`src/rtl/ofs_pkg.sv`:
```
package ofs_pkg;

    localparam int WORD_W = 9;
    localparam int RESET_OFS = 7;

    typedef enum logic [1:0] {
        SLOT_AE_LO = 2'd0,
        SLOT_AE_HI = 2'd1,
        SLOT_AF_LO = 2'd2,
        SLOT_AF_HI = 2'd3
    } slot_e;

    typedef struct packed {
        logic wr_take;
        logic rd_take;
    } access_t;

    function automatic int ofs_width(input int depth);
        int w;
        w = $clog2(depth) - 1;
        return (w < WORD_W) ? WORD_W : w;
    endfunction

    function automatic slot_e slot_next(input slot_e s);
        return slot_e'(s + 2'd1);
    endfunction

    function automatic logic slot_is_af(input slot_e s);
        return s[1];
    endfunction

    function automatic logic slot_is_hi(input slot_e s);
        return s[0];
    endfunction

endpackage

```
`src/rtl/ofs_arbiter.sv`:
```
module ofs_arbiter
    import ofs_pkg::*;
(
    input  logic    cfg_sel,
    input  logic    wr_en,
    input  logic    rd_en_a,
    input  logic    rd_en_b,
    output access_t acc
);
    logic wr_req;
    logic rd_req;

    always_comb begin
        wr_req      = cfg_sel & wr_en;
        rd_req      = cfg_sel & rd_en_a & rd_en_b;
        acc.wr_take = wr_req;
        acc.rd_take = rd_req & ~wr_req;
    end
endmodule

```
`src/rtl/ofs_seq.sv`:
```
module ofs_seq
    import ofs_pkg::*;
(
    input  logic  clk,
    input  logic  rst,
    input  logic  step,
    output slot_e slot
);
    always_ff @(posedge clk) begin
        if (rst) begin
            slot <= SLOT_AE_LO;
        end else if (step) begin
            slot <= slot_next(slot);
        end
    end
endmodule

```
`src/rtl/ofs_store.sv`:
```
module ofs_store
    import ofs_pkg::*;
#(
    parameter int OFS_W = 11
) (
    input  logic              clk,
    input  logic              rst,
    input  logic              wr_take,
    input  slot_e             wr_slot,
    input  logic [WORD_W-1:0] wr_data,
    output logic [OFS_W-1:0]  ae_ofs,
    output logic [OFS_W-1:0]  af_ofs
);
    localparam int HI_W = OFS_W - WORD_W;
    localparam logic [WORD_W-1:0] LO_RESET = WORD_W'(RESET_OFS);

    logic [WORD_W-1:0] ae_lo;
    logic [WORD_W-1:0] af_lo;
    logic              lo_hit;

    assign lo_hit = wr_take & ~slot_is_hi(wr_slot);

    always_ff @(posedge clk) begin
        if (rst) begin
            ae_lo <= LO_RESET;
            af_lo <= LO_RESET;
        end else if (lo_hit) begin
            if (slot_is_af(wr_slot)) begin
                af_lo <= wr_data;
            end else begin
                ae_lo <= wr_data;
            end
        end
    end

    generate
        if (HI_W > 0) begin : g_hi
            logic [HI_W-1:0] ae_hi;
            logic [HI_W-1:0] af_hi;
            logic            hi_hit;

            assign hi_hit = wr_take & slot_is_hi(wr_slot);

            always_ff @(posedge clk) begin
                if (rst) begin
                    ae_hi <= '0;
                    af_hi <= '0;
                end else if (hi_hit) begin
                    if (slot_is_af(wr_slot)) begin
                        af_hi <= wr_data[HI_W-1:0];
                    end else begin
                        ae_hi <= wr_data[HI_W-1:0];
                    end
                end
            end

            assign ae_ofs = {ae_hi, ae_lo};
            assign af_ofs = {af_hi, af_lo};
        end else begin : g_nohi
            assign ae_ofs = ae_lo;
            assign af_ofs = af_lo;
        end
    endgenerate
endmodule

```
`src/rtl/ofs_readback.sv`:
```
module ofs_readback
    import ofs_pkg::*;
#(
    parameter int OFS_W = 11
) (
    input  logic              clk,
    input  logic              rst,
    input  logic              rd_take,
    input  slot_e             rd_slot,
    input  logic [OFS_W-1:0]  ae_ofs,
    input  logic [OFS_W-1:0]  af_ofs,
    output logic [WORD_W-1:0] rd_data
);
    localparam int HI_W = OFS_W - WORD_W;

    logic [WORD_W-1:0] ae_hi_view;
    logic [WORD_W-1:0] af_hi_view;
    logic [WORD_W-1:0] sel_word;

    generate
        if (HI_W > 0) begin : g_hi_view
            always_comb begin
                ae_hi_view = '0;
                af_hi_view = '0;
                ae_hi_view[HI_W-1:0] = ae_ofs[OFS_W-1:WORD_W];
                af_hi_view[HI_W-1:0] = af_ofs[OFS_W-1:WORD_W];
            end
        end else begin : g_zero_view
            assign ae_hi_view = '0;
            assign af_hi_view = '0;
        end
    endgenerate

    always_comb begin
        unique case (rd_slot)
            SLOT_AE_LO: sel_word = ae_ofs[WORD_W-1:0];
            SLOT_AE_HI: sel_word = ae_hi_view;
            SLOT_AF_LO: sel_word = af_ofs[WORD_W-1:0];
            SLOT_AF_HI: sel_word = af_hi_view;
            default:    sel_word = '0;
        endcase
    end

    always_ff @(posedge clk) begin
        if (rst) begin
            rd_data <= '0;
        end else if (rd_take) begin
            rd_data <= sel_word;
        end
    end
endmodule

```
`src/rtl/ofs_regfile.sv`:
```
module ofs_regfile
    import ofs_pkg::*;
#(
    parameter int DEPTH = 4096,
    parameter int OFS_W = ofs_width(DEPTH)
) (
    input  logic              clk,
    input  logic              rst,
    input  logic              cfg_sel,
    input  logic              wr_en,
    input  logic              rd_en_a,
    input  logic              rd_en_b,
    input  logic [WORD_W-1:0] wr_data,
    output logic [WORD_W-1:0] rd_data,
    output logic [OFS_W-1:0]  ae_offset,
    output logic [OFS_W-1:0]  af_offset
);
    access_t acc;
    slot_e   wr_slot;
    slot_e   rd_slot;
    logic    wr_take;
    logic    rd_take;

    ofs_arbiter u_arb (
        .cfg_sel (cfg_sel),
        .wr_en   (wr_en),
        .rd_en_a (rd_en_a),
        .rd_en_b (rd_en_b),
        .acc     (acc)
    );

    assign wr_take = acc.wr_take;
    assign rd_take = acc.rd_take;

    ofs_seq u_wr_seq (
        .clk  (clk),
        .rst  (rst),
        .step (wr_take),
        .slot (wr_slot)
    );

    ofs_seq u_rd_seq (
        .clk  (clk),
        .rst  (rst),
        .step (rd_take),
        .slot (rd_slot)
    );

    ofs_store #(.OFS_W(OFS_W)) u_store (
        .clk     (clk),
        .rst     (rst),
        .wr_take (wr_take),
        .wr_slot (wr_slot),
        .wr_data (wr_data),
        .ae_ofs  (ae_offset),
        .af_ofs  (af_offset)
    );

    ofs_readback #(.OFS_W(OFS_W)) u_rdbk (
        .clk     (clk),
        .rst     (rst),
        .rd_take (rd_take),
        .rd_slot (rd_slot),
        .ae_ofs  (ae_offset),
        .af_ofs  (af_offset),
        .rd_data (rd_data)
    );
endmodule

```
`config.mk`:
```
export PLATFORM = sky130hd
export DESIGN_NAME = ofs_regfile
export DESIGN_NICKNAME = d
export VERILOG_FILES = /design/src/rtl/ofs_pkg.sv /design/src/rtl/ofs_arbiter.sv /design/src/rtl/ofs_seq.sv /design/src/rtl/ofs_store.sv /design/src/rtl/ofs_readback.sv /design/src/rtl/ofs_regfile.sv
export SDC_FILE = /design/constraint.sdc
export NUM_CORES = 1
export LEC_CHECK = 0
export BUFFER_PORTS_ARGS = -buffer_cell sky130_fd_sc_hd__buf_2
export CAP_MARGIN = 25
export CORE_MARGIN = 5
export CORE_UTILIZATION = 54
export CTS_CLUSTER_SIZE = 40
export DETAILED_ROUTE_END_ITERATION = 8
export HOLD_SLACK_MARGIN = 0.08
export PLACE_DENSITY = 0.9
export SLEW_MARGIN = 20
export SYNTH_ARGS = -nofsm -noshare
export SYNTH_HDL_FRONTEND = slang
export SYNTH_HIERARCHICAL = 1
export SYNTH_SLANG_ARGS = --single-unit
```
`constraint.sdc`:
```
create_clock -name clk -period 3.6 [get_ports clk]
set_input_delay 0.54 -clock clk [delete_from_list [all_inputs] [get_ports clk]]
set_output_delay 0.54 -clock clk [all_outputs]
set_load 0.02 [all_outputs]
```
==> out/results.ini <==
[synth]
yosys-mux-area-fraction_pct=23.80
synth_xor_area_share_pct=1.122
syn_inst=151
ys_seq_area_share_pct=44.87
syn_avg_cell_area_um2=10.34
synth_top_family_by_area=multiplexers
syn_area_mm2=0.001561
yosysUniqueCellTypes=23
synth-seq-cells=35
synthAdderAreaFrac_pct=0
synth_compound_area_share_pct=4.647
yosys.area_share.simple_pct=22.04
yosysWarnings=6
synth_nets=166

[clock_network]
clk_pin_slew_ns=0.10
post_cts_resized=0
cts_htree_levels=2
clockBufferDepth=2
clk_latency_ns=0.35
hold_buffers=0
cts-buffers-inserted=5
clock_sinks=35
cts_tree=yes
post_cts_buffers=0
root_buffer=clkbuf_4

[sta]
hold_viol=0
rsz0062_at_grt=no
slew_violations=0
finClkSkew_ns=0.007068
period_share_pct=40.07
slew_headroom_pct=55.27
finalSetupTns_ns=0
max_freq_ghz=0.6932
post-route-min-period_ns=1.443
whs_ns=0.4871
final-setup-viol-count=0
worstMarginPinSlew_ns=0.6710

[detailed_routing]
vias=1237
wl_per_cell_um=15.46
first_pass_iters=4
drt_iter0_markers=48
drc=0
totalWireLength_um=3478
ant_nets=0
viasPerCell=5.498

[grt]
met1_usage_pct=20.83
grtUsageMet2_pct=28.93
antenna_found_initial=0
grt_max_degree=47
top_usage_layer=met2
grt_pass1_vias=1228
grtUsageMet3_pct=5.604
grt_pass1_wl_um=5678
grt_util_all_layers_pct=17.98
grt-ovfl-total=0

[flow_run]
cap_violations=0

[die]
placementRows=19
die_y_um=63.78
pin_count=46
core_area_mm2=0.002758
start_util_pct=56.62
dieArea_mm2=0.004067
die_w_um=63.78

[pwr]
pwr-share-seq_pct=52.4
power_switching_share_pct=23.18
power_frac_comb_pct=9.7
clockPowerShare_pct=37.9
leakagePower_nw=0.8494
design_power_total_mw=0.7751
p_per_area_mw_per_mm2=417.5
switchingPower_mw=0.1796
peakVddDrop_mv=0.4111
p_int_mw=0.5955

[placed_design]
place_area_mm2=0.001770
hpwlAfterDp_um=2533
numPortBuffers=45
gp_congestion=0.7936

[layout]
n_antenna_cell=0
nets=208
area_growth_pct=18.91
drive_above_1_share_pct=34.02
fin_area_mm2=0.001857
nFillCells=218

[critical_path]
startpoint=u_store/ae_lo[5]
cp_top_family=flip-flops
cp-end-kind=output port
path_buf_inv=1
worstSetupPathType=reg -> out
start_kind=flop
crit_fanout=3
required_ns=3.06
cp_slowest_cell=dfxtp_1
crit_chain=buf_2
crit_path_max_incr_delay_ns=0.38
crit_arrival_ns=0.90
reg2reg_from=u_rd_seq/slot[0]

[worst_hold_path]
worst_hold_path_type=in -> reg
holdCritStartpoint=wr_data[3]

[run_status]
outcome=completed

==> synth_stat cells <==
master    instances  area share (%)
a21oi_1           7             2.2
and2_2            1            0.48
xnor2_1           2             1.1
and4b_1           1            0.64
nand2b_1         24             9.6
a21oi_2           2             1.1
nor2b_1           7             2.8
nand3_1           1            0.32
buf_1             1            0.24
buf_2             2            0.64
nor2_1           20             4.8
buf_4             2            0.96
buf_6             1            0.72
mux2_2            7             5.0
a21bo_1           2             1.3
nand3b_1          2            0.96
dfxtp_1          35              45
and2b_2           1            0.56
clkbuf_1          4            0.96
or3b_1            1            0.56
and3b_2           2             1.3
mux2i_1          24              15
mux4_1            2             3.4
==> sequential cells by signal, summed over array words and instances (netlist names) <==
name and count:
u_rdbk/rd_data 9, u_store/ae_lo 9, u_store/af_lo 9, u_rd_seq/slot 2, u_store/g_hi.ae_hi 2, u_store/g_hi.af_hi 2, u_wr_seq/slot 2
==> kinds of logic after synthesis <==
logic type | after synthesis
multiplexers | 33
XOR/XNOR | 2
buffers and inverters | 10
AO/OA/AOI/OAI | 11
flip-flops | 35
AND/OR/NAND/NOR | 60
==> layer usage <==
layer	part of all wire [%]	vias up
li1	-	595
met1	41	577
met2	49	54
met3	7.3	11
met4	2.9	0
met5	0	-
==> cell usage in the layout (no fill, tap or decap), types with 2 or more instances in the layout <==
cell and count:
nor2_1 20, nand2b_1 24, nor2b_1 7, clkbuf_4 5
mux2i_1 24, xnor2_1 2, buf_2 45, a21bo_1 2
a21oi_1 7, a21oi_2 2, and3b_2 2, mux2_2 7
mux4_1 2, dfxtp_1 35, nand3b_1 2
==> power groups by stage <==
stage	Combinational (mW)	Clock [mW]	Sequential, mW
2_1_floorplan	0.0428	0	0.424
3_3_place_gp	0.0722	0	0.414
3_5_place_dp	0.0748	0	0.415
4_1_cts	0.0753	0.301	0.406
5_1_grt	0.0811	0.322	0.408
6_report	0.0748	0.294	0.406
==> cell type report <==
| cell class | instances | area [µm²] | share of cell area [%] |
|---|---|---|---|
| Multi-Input combinational cell | 106 | 805.8 | 43.40 |
| Sequential cell | 35 | 700.7 | 37.74 |
| Timing Repair Buffer | 45 | 225.2 | 12.13 |
| Clock buffer | 6 | 51.30 | 2.763 |
| Tap cell | 31 | 38.79 | 2.089 |
| Clock inverter | 2 | 35.03 | 1.887 |
==> final timing paths <==
check / endpoint / slack, ns / cells after the start
min reg2reg: u_store/af_lo[6] / 0.49 / 2
min: u_store/ae_lo[3] / 0.49 / 3
max: ae_offset[5] / 2.16 / 1
max reg2reg: u_rdbk/rd_data[1] / 2.16 / 3
==> per-stage QoR <==
step           instances  setup WS [ns]  utilization, %
2_1_floorplan        151          2.025               -
3_3_place_gp         217          1.890           64.20
3_5_place_dp         217          1.811           64.20
4_1_cts              225          2.135           67.33
5_1_grt              225          2.076           67.33
6_report             225          2.157           67.33
(Power assumes the default switching activity.)
